===== config.mk =====
export PLATFORM = sky130hd
export DESIGN_NAME = acc_cpu
export DESIGN_NICKNAME = d
export VERILOG_FILES = /design/src/rtl/acc_pkg.sv /design/src/rtl/acc_sm_add.sv /design/src/rtl/acc_irq_pend.sv /design/src/rtl/acc_cpu.sv
export SDC_FILE = /design/constraint.sdc
export NUM_CORES = 1
export LEC_CHECK = 0
export BUFFER_PORTS_ARGS = -buffer_cell sky130_fd_sc_hd__buf_2
export CORE_MARGIN = 4
export CORE_UTILIZATION = 35
export CTS_BUF_LIST = sky130_fd_sc_hd__clkbuf_4
export DETAILED_ROUTE_END_ITERATION = 16
export GPL_ROUTABILITY_DRIVEN = 0
export PLACE_DENSITY = 0.52
export SLEW_MARGIN = 10
export SYNTH_ARGS = -nofsm -noshare
export SYNTH_HDL_FRONTEND = slang
export SYNTH_HIERARCHICAL = 1
export SYNTH_SLANG_ARGS = --single-unit

===== constraint.sdc =====
create_clock -name clk -period 6 [get_ports clk]
set_clock_uncertainty 0.15 [all_clocks]
set_input_delay 1.2 -clock clk [delete_from_list [all_inputs] [get_ports clk]]
set_output_delay 1.2 -clock clk [all_outputs]
set_load 0.02 [all_outputs]

===== src/rtl/acc_pkg.sv =====
package acc_pkg;

    typedef enum logic [3:0] {
        S_FETCH_A,
        S_FETCH_R,
        S_FETCH_W,
        S_DECODE,
        S_RD_REQ,
        S_RD_CAP,
        S_EXEC,
        S_WR,
        S_ICHK,
        S_SAVE,
        S_HALT
    } state_e;

    localparam logic [3:0] OP_HALT  = 4'h0;
    localparam logic [3:0] OP_LOAD  = 4'h1;
    localparam logic [3:0] OP_STORE = 4'h2;
    localparam logic [3:0] OP_ADD   = 4'h5;
    localparam logic [3:0] OP_RET   = 4'hF;

endpackage


===== src/rtl/acc_sm_add.sv =====
module acc_sm_add #(
    parameter int W = 16
) (
    input  logic [W-1:0] a,
    input  logic [W-1:0] b,
    output logic [W-1:0] sum,
    output logic         ovf
);
    localparam int MW = W - 1;

    logic [MW-1:0] mag_a, mag_b, mag_r;
    logic [MW:0]   tot;
    logic          sgn_r;

    always_comb begin
        mag_a = a[MW-1:0];
        mag_b = b[MW-1:0];
        tot   = {1'b0, mag_a} + {1'b0, mag_b};
        ovf   = 1'b0;
        if (a[W-1] == b[W-1]) begin
            mag_r = tot[MW-1:0];
            ovf   = tot[MW];
            sgn_r = a[W-1];
        end else if (mag_a >= mag_b) begin
            mag_r = mag_a - mag_b;
            sgn_r = a[W-1];
        end else begin
            mag_r = mag_b - mag_a;
            sgn_r = b[W-1];
        end
        if (mag_r == '0) sgn_r = 1'b0;
        sum = {sgn_r, mag_r};
    end

    // opposite operands of equal size must cancel to +0
    always_comb begin
        if (a[W-1] != b[W-1] && a[MW-1:0] == b[MW-1:0]) begin
            AST_CANCEL_POS_ZERO: assert (sum == '0 && !ovf);
        end
    end

endmodule


===== src/rtl/acc_irq_pend.sv =====
module acc_irq_pend (
    input  logic clk,
    input  logic rst_n,
    input  logic req,
    input  logic take,
    output logic pend
);
    logic pend_d, pend_q;

    always_comb begin
        pend_d = (pend_q & ~take) | req;
    end

    always_ff @(posedge clk or negedge rst_n) begin
        if (!rst_n) pend_q <= 1'b0;
        else        pend_q <= pend_d;
    end

    assign pend = pend_q;

    AST_REQ_LATCHED: assert property (@(posedge clk) disable iff (!rst_n)
        req |=> pend);
    AST_TAKE_CLEARS: assert property (@(posedge clk) disable iff (!rst_n)
        (take && !req) |=> !pend);

endmodule


===== src/rtl/acc_cpu.sv =====
module acc_cpu #(
    parameter int                DW         = 16,
    parameter int                AW         = 12,
    parameter logic [AW-1:0]     RESET_PC   = 12'h010,
    parameter logic [AW-1:0]     HANDLER_PC = 12'h001,
    parameter logic [AW-1:0]     SAVE_ADDR  = 12'h000
) (
    input  logic          clk,
    input  logic          rst_n,
    output logic [AW-1:0] mem_addr,
    output logic          mem_rd,
    output logic          mem_wr,
    output logic [DW-1:0] mem_wdata,
    input  logic [DW-1:0] mem_rdata,
    input  logic          irq_req,
    output logic          halted,
    output logic          overflow,
    output logic          int_en,
    output logic [DW-1:0] acc_out
);
    import acc_pkg::*;

    localparam int OPW = DW - AW;

    typedef struct packed {
        state_e        st;
        logic [AW-1:0] pc;
        logic [AW-1:0] mar;
        logic [DW-1:0] mbr;
        logic [DW-1:0] ir;
        logic [DW-1:0] ac;
        logic          ie;
        logic          ovf;
    } core_t;

    core_t q, d;

    logic [OPW-1:0] op;
    logic [AW-1:0]  fld;
    logic [DW-1:0]  add_sum;
    logic           add_ovf;
    logic           pend, take;

    assign op  = q.ir[DW-1 -: OPW];
    assign fld = q.ir[AW-1:0];

    acc_sm_add #(.W(DW)) u_add (
        .a   (q.ac),
        .b   (q.mbr),
        .sum (add_sum),
        .ovf (add_ovf)
    );

    acc_irq_pend u_pend (
        .clk   (clk),
        .rst_n (rst_n),
        .req   (irq_req),
        .take  (take),
        .pend  (pend)
    );

    always_comb begin
        d      = q;
        mem_rd = 1'b0;
        mem_wr = 1'b0;
        take   = 1'b0;
        case (q.st)
            S_FETCH_A: begin
                d.mar = q.pc;
                d.st  = S_FETCH_R;
            end
            S_FETCH_R: begin
                mem_rd = 1'b1;
                d.st   = S_FETCH_W;
            end
            S_FETCH_W: begin
                d.ir  = mem_rdata;
                d.mbr = mem_rdata;
                d.pc  = q.pc + 1'b1;
                d.st  = S_DECODE;
            end
            S_DECODE: begin
                case (op)
                    OP_HALT: d.st = S_HALT;
                    OP_LOAD, OP_ADD: begin
                        d.mar = fld;
                        d.st  = S_RD_REQ;
                    end
                    OP_STORE: begin
                        d.mar = fld;
                        d.mbr = q.ac;
                        d.st  = S_WR;
                    end
                    OP_RET: begin
                        d.mar = SAVE_ADDR;
                        d.st  = S_RD_REQ;
                    end
                    default: d.st = S_ICHK;
                endcase
            end
            S_RD_REQ: begin
                mem_rd = 1'b1;
                d.st   = S_RD_CAP;
            end
            S_RD_CAP: begin
                d.mbr = mem_rdata;
                d.st  = S_EXEC;
            end
            S_EXEC: begin
                case (op)
                    OP_LOAD: d.ac = q.mbr;
                    OP_ADD: begin
                        d.ac  = add_sum;
                        d.ovf = q.ovf | add_ovf;
                    end
                    OP_RET: begin
                        d.pc = q.mbr[AW-1:0];
                        d.ie = 1'b1;
                    end
                    default: ;
                endcase
                d.st = S_ICHK;
            end
            S_WR: begin
                mem_wr = 1'b1;
                d.st   = S_ICHK;
            end
            S_ICHK: begin
                if (pend && q.ie) begin
                    take  = 1'b1;
                    d.mar = SAVE_ADDR;
                    d.mbr = {{(DW-AW){1'b0}}, q.pc};
                    d.pc  = HANDLER_PC;
                    d.ie  = 1'b0;
                    d.st  = S_SAVE;
                end else begin
                    d.st  = S_FETCH_A;
                end
            end
            S_SAVE: begin
                mem_wr = 1'b1;
                d.st   = S_FETCH_A;
            end
            S_HALT:  d.st = S_HALT;
            default: d.st = S_FETCH_A;
        endcase
    end

    always_ff @(posedge clk or negedge rst_n) begin
        if (!rst_n) begin
            q.st  <= S_FETCH_A;
            q.pc  <= RESET_PC;
            q.mar <= '0;
            q.mbr <= '0;
            q.ir  <= '0;
            q.ac  <= '0;
            q.ie  <= 1'b1;
            q.ovf <= 1'b0;
        end else begin
            q <= d;
        end
    end

    assign mem_addr  = q.mar;
    assign mem_wdata = q.mbr;
    assign halted    = (q.st == S_HALT);
    assign overflow  = q.ovf;
    assign int_en    = q.ie;
    assign acc_out   = q.ac;

    AST_PORT_EXCL: assert property (@(posedge clk) disable iff (!rst_n)
        !(mem_rd && mem_wr));
    AST_HALT_QUIET: assert property (@(posedge clk) disable iff (!rst_n)
        halted |-> (!mem_rd && !mem_wr));
    AST_HALT_HOLD: assert property (@(posedge clk) disable iff (!rst_n)
        halted |=> halted);
    AST_OVF_STICKY: assert property (@(posedge clk) disable iff (!rst_n)
        overflow |=> overflow);
    AST_SAVE_SLOT: assert property (@(posedge clk) disable iff (!rst_n)
        (q.st == S_SAVE) |-> (mem_wr && mem_addr == SAVE_ADDR && !int_en));
    AST_SAVE_THEN_HANDLER: assert property (@(posedge clk) disable iff (!rst_n)
        (q.st == S_SAVE) |=> ##1 (mem_rd && mem_addr == HANDLER_PC));

endmodule


==> Word level (Yosys, flattened, before mapping) <==
Cells that the tools add are included.
{ "totals": {"regBits": 79, "latch_bits": 0, "mem_bits_rw": 0, "romBits": 0, "inputBits": 19, "out_inout_bits": 49, "word_cells": 86, "memories": 0} }
{ "classes": {"n_addsub": 4, "mul": 0, "div_mod_pow": 0, "order_cmp": 1, "eq_ne": 21, "shifts": 0, "muxes": 24, "n_bitwise": 4, "n_reduce_logical": 22} }
{ "op_table": {"columns": ["op", "n"], "rows": [
  ["one-hot mux 12 bit (3 select lines)", 2],
  ["one-hot mux 16 bit (3 select lines)", 1],
  ["2-to-1 mux 40 bit", 1],
  ["one-hot mux 4 bit (9 select lines)", 1],
  ["one-hot mux 16 bit (2 select lines)", 1],
  ["2-to-1 mux 15 bit", 2],
  ["subtractor 15 bit", 2],
  ["one-hot mux 12 bit (2 select lines)", 1],
  ["== test 4 x 3 -> 1 bit, second input constant", 5],
  ["adder 15 x 15 -> 16 bit", 1],
  ["== test 4 bit, second input constant", 4],
  ["2-to-1 mux 16 bit", 1],
  ["greater-or-equal comparator 15 bit", 1],
  ["logical NOT 15 bit", 1],
  ["adder 12 x 1 -> 12 bit, second input constant", 1],
  ["== test 4 x 2 -> 1 bit, second input constant", 3],
  ["2-to-1 mux 12 bit", 1],
  ["one-hot mux 4 bit (3 select lines)", 1],
  ["AND reduction 3 bit", 4],
  ["2-to-1 mux 1 bit", 10],
  ["nonzero test 3 bit", 3],
  ["== test 4 x 1 -> 1 bit, second input constant", 2],
  ["logical NOT 4 bit", 2],
  ["OR reduction 2 bit", 4],
  ["other kinds (15)", 21]
]} }

==> Logic depth before layout (Yosys ltp) <==
{ "depth": {"depth_word": 6, "depth_mapped": 17, "ltp_nobuf": 16} }

==> Hierarchy <==
Netlist, hierarchy kept.
{ "by_module_without_submodules": {"columns": ["module", "instances", "cells_per_inst", "area_each_um2", "seq_area_each_um2"], "rows": [
  ["acc_cpu", 1, 459, 4521.8, 1954.4],
  ["acc_sm_add", 1, 332, 2308.5, 0.0],
  ["acc_irq_pend", 1, 3, 36.3, 25.0]
]} }

==> Worst setup path after synthesis <==
OpenSTA, ideal clock, no wires.
{ "synth_path": {"kind": "reg-to-reg", "from": "register q, in the netlist acc_out[1]", "to": "register q, in the netlist acc_out[15]", "setup_time_ns": 0.133, "arrival_time_ns": 3.158, "required_time_ns": 5.717, "slack_ns": 2.559, "path_stages_with_launch": 16, "n_path_buf": 1, "synth_period_minus_slack_ns": 3.441, "path_cell_list": "dfrtp_1 inv_1 ha_1 nand2b_1 a221oi_1 o22ai_1 o31ai_1 a21bo_2 nor2_1 or3_1 a211oi_1 and4b_1 a31oi_1 buf_4 mux2i_1 o21ai_0"} }
{ "synth_between": {"elab_chain_len": 6, "word_cells_on_any_way": 12, "classes_between": "add/sub: 3; order compare: 1; eq/ne: 2; mux: 4; reduce/logical: 2"} }
{ "synth_rtl": {"columns": ["element", "line_no", "rtl"], "rows": [
  ["start: declaration", "acc_cpu.sv:36", "core_t q, d;"],
  ["subtractor 15 bit, or another cell as far along", "acc_sm_add.sv:28", "mag_r = mag_b - mag_a;"],
  ["2-to-1 mux 15 bit", "acc_sm_add.sv:24", "end else if (mag_a >= mag_b) begin"],
  ["2-to-1 mux 15 bit *", "acc_sm_add.sv:20", "if (a[W-1] == b[W-1]) begin"],
  ["logical NOT 15 bit *", "acc_sm_add.sv:31", "if (mag_r == '0) sgn_r = 1'b0;"],
  ["2-to-1 mux 1 bit *", "acc_sm_add.sv:31", null],
  ["via u_add.sgn_r", "acc_sm_add.sv:13", "logic sgn_r;"],
  ["one-hot mux 16 bit (2 select lines) *", "acc_cpu.sv:110", "case (op)"]
]} }
The timed path passes the listed nets; every way through them passes the cells marked *.
A chain may end at the register's enable or synchronous reset.

==> Worst setup path in the final report <==
{ "layout_path": {"from": "register q, in the netlist acc_out[1]", "to": "register q, in the netlist acc_out[15]"} }
{ "layout_between": {"elab_chain_len": 6, "word_cells_on_any_way": 12, "classes_between": "add/sub: 3; order compare: 1; eq/ne: 2; mux: 4; reduce/logical: 2"} }
{ "layout_rtl": {"columns": ["element", "line_no", "rtl"], "rows": [
  ["subtractor 15 bit, or another cell as far along", "acc_sm_add.sv:28", null],
  ["2-to-1 mux 15 bit", "acc_sm_add.sv:24", null],
  ["2-to-1 mux 15 bit *", "acc_sm_add.sv:20", null],
  ["logical NOT 15 bit *", "acc_sm_add.sv:31", null],
  ["2-to-1 mux 1 bit *", "acc_sm_add.sv:31", null],
  ["via add_sum[15]", "acc_cpu.sv:40", "logic [DW-1:0] add_sum;"],
  ["one-hot mux 16 bit (2 select lines) *", "acc_cpu.sv:110", null]
]} }
Marked as above.

==> impl_metrics.env <==
export IMPL_ys_top_cells_by_area="dfrtp_1 (28%), ha_1 (9.1%), nand2_1 (5.3%), buf_4 (5.2%), o21ai_0 (3.4%)"
export IMPL_max_freq_mhz=236
export IMPL_die_height_um=148
export IMPL_worstPathMaxFanout=8
export IMPL_drtIter0Drc=441
export IMPL_routed_wl_um=20300
export IMPL_critical_path_class="reg2reg"
export IMPL_ant_nets=0
export IMPL_synth_cells=794
export IMPL_final_nets=866
export IMPL_syn_to_final_growth_pct=5.59
export IMPL_netlist_area_leader_share=0.281
export IMPL_drive_gt1_frac=0.178
export IMPL_netlist_cell_type_count=85
export IMPL_r2r_end="acc_out[15]$_DFFE_PN0P_"
export IMPL_wire_per_inst_um=19.1
export IMPL_cp_required_ns=6.16
export IMPL_startpoint_type="register"
export IMPL_p_total_mw=4.84
export IMPL_ys_warn_count=6
export IMPL_cts_resized=0
export IMPL_vias=5910
export IMPL_htreeDepth=3
export IMPL_n_fill_cell=2023
export IMPL_hold_violations=0
export IMPL_core_area_sq_um=19000
export IMPL_postSynthAreaPerCell_sq_um=8.65
export IMPL_hpwl_um=15200
export IMPL_ir_drop_v=0.000350
export IMPL_whs_path_depth=1
export IMPL_io_buffers=67
export IMPL_p_leak_nw=3.30
export IMPL_tns_ns=0
export IMPL_ys_seq_area_frac=0.288
export IMPL_finalCritPeriodShare=0.706
export IMPL_max_slew_worst_pin_slew_ns=1.12
export IMPL_grt_max_degree=56
export IMPL_grt_use_total=0.184
export IMPL_synth_edf_count=0
export IMPL_clkSinkCount=79
export IMPL_worstPathArrival_ns=4.39
export IMPL_max_slew_margin_rel=0.256
export IMPL_fp_dieW_um=148
export IMPL_clockRootBuffer="clkbuf_4"
export IMPL_status="finished clean"
export IMPL_min_path_type="reg2reg"
export IMPL_multi_input_area_sq_um=4170
export IMPL_grt_overflow=0
export IMPL_worst_r2r_path_depth=14
export IMPL_vias_per_cell=5.58
export IMPL_cts_tree="built"
export IMPL_row_count=50
export IMPL_async_flop_share=1.00
export IMPL_antenna_found_initial=0
export IMPL_cp_end_kind="register"
export IMPL_synth_top_cell_by_area="dfrtp_1"
export IMPL_dr_pass1_iters=5
export IMPL_grt_pass1_vias=5675
export IMPL_initial_utilization=0.361
export IMPL_holdPathEnd="overflow$_DFFE_PN0P_"
export IMPL_cts_setup_buffers=0
export IMPL_rrSetupSlack_ns=1.76
export IMPL_min_delay_start="overflow$_DFFE_PN0P_"
export IMPL_reg2reg_from="acc_out[1]$_DFFE_PN0P_"
export IMPL_ys_ff_latch=79
export IMPL_cts_buffer_depth=2
export IMPL_drc=0
export IMPL_setup_violations=0
export IMPL_report_final_slew_viol_count=0
export IMPL_synth_fp_nets=866
export IMPL_regArea_sq_um=1980
export IMPL_path_clk_slew_ns=0.13
export IMPL_ios=68
export IMPL_tritoncts_num_buffers=9
export IMPL_grt_setup_unrepaired="no"
export IMPL_max_cap_violations=0
export IMPL_cts_hold_buf=0
export IMPL_clock_latency_ns=0.46
export IMPL_grt_pass1_wl_um=32500
export IMPL_power_density_nw_per_um2=667
export IMPL_dieArea_sq_um=21900
export IMPL_ys_flop_type="dfrtp_1"
export IMPL_synth_area_sq_um=6870
export IMPL_min_period_ns=4.24
flip-flops by register name, indices dropped and copies added (netlist names):
register,flops
int_en,1
fld,12
q,16
mem_wdata,16
overflow,1
u_pend/pend,1
op,4
acc_out,16
mem_addr,12
cell usage in the layout, fill, tap and decap left out, drive strengths merged, types with 13 or more instances in the layout:
cell,instances
nand2,98
dfrtp,77
buf,76
inv,53
ha,50
o21ai,49
nor2,49
a21oi,31
mux2,25
mux2i,20
a22o,17
nor3,15
nand3,14
nand4,13
o211ai,13
through the flow:
| step | hold slack, ns | setup slack [ns] | utilization | cells | cell area, sq um |
|---|---|---|---|---|---|
| after global routing | 0.366 | 1.50 | 0.381 | 1058 | 7250 |
| after floorplan | 0.297 | 2.56 | - | 794 | 6870 |
| after detailed placement | 0.309 | 1.86 | 0.372 | 1043 | 7080 |
| after global placement | 0.308 | 1.91 | 0.372 | 1043 | 7080 |
| final | 0.332 | 1.76 | 0.381 | 1059 | 7250 |
| after CTS | 0.341 | 1.83 | 0.381 | 1058 | 7250 |
worst max path at each step:
stage | to | start | slack, ns | cells after the start
floorplan | acc_out[15]$_DFFE_PN0P_ | acc_out[1]$_DFFE_PN0P_ | 2.56 | 15
global placement | acc_out[15]$_DFFE_PN0P_ | acc_out[11]$_DFFE_PN0P_ | 1.91 | 13
detailed placement | acc_out[15]$_DFFE_PN0P_ | acc_out[1]$_DFFE_PN0P_ | 1.86 | 14
CTS | acc_out[15]$_DFFE_PN0P_ | acc_out[1]$_DFFE_PN0P_ | 1.83 | 14
global route | acc_out[15]$_DFFE_PN0P_ | acc_out[1]$_DFFE_PN0P_ | 1.50 | 14
finish | acc_out[15]$_DFFE_PN0P_ | acc_out[1]$_DFFE_PN0P_ | 1.76 | 14
worst max-delay path, stage by stage, from the launching register on:
cell	delay, ns
dfrtp_1	0.56
inv_1	0.14
ha_1	0.36
nand2b_1	0.18
a221oi_1	0.41
o22ai_1	0.23
o31ai_1	0.51
a21bo_2	0.24
nor2_1	0.05
or3_1	0.36
a211oi_1	0.33
and4b_1	0.26
a31oi_1	0.09
mux2i_1	0.14
o21ai_0	0.09
cells in the mapped netlist (all sizes together) (13+ instances only):
cell type,count
o21ai,49
nand3,14
buf,67
o211ai,13
mux2i,20
ha,50
a21oi,31
dfrtp,77
nand4,13
clkbuf,20
nand2,98
nor3,15
nor2,49
mux2,25
inv,53
a22o,17
cells by family after synthesis:
logic type,Yosys count,synth area share
multiplexers,45,0.0751
AO/OA/AOI/OAI,221,0.235
XOR/XNOR,13,0.0166
AND/OR/NAND/NOR,243,0.178
adder cells (fa/ha/maj),53,0.0999
buffers and inverters,140,0.107
flip-flops,79,0.288
power breakdown:
group	switching (mW)	total, mW	leakage [nW]	internal (mW)
combinational	2.06	3.38	2.18	1.32
sequential	0.329	1.06	1.03	0.732
clock	0.192	0.403	0.0915	0.211
total	2.58	4.84	3.30	2.26
layer usage:
layer / part of all wire / track usage
met1: 0.48 / 0.270
met3: 0.068 / 0.0427
met4: 0.014 / 0.0351
met5: 0 / 0
met2: 0.44 / 0.279
final cells by class:
type,instances,area share
antenna,1,0.000345
clock buffer,10,0.0104
clock inverter,5,0.0135
inverter,53,0.0274
multi-input combinational,575,0.575
sequential,79,0.273
tap,260,0.0449
timing repair buffer,76,0.0559
Power figures use the tool's default switching activity.
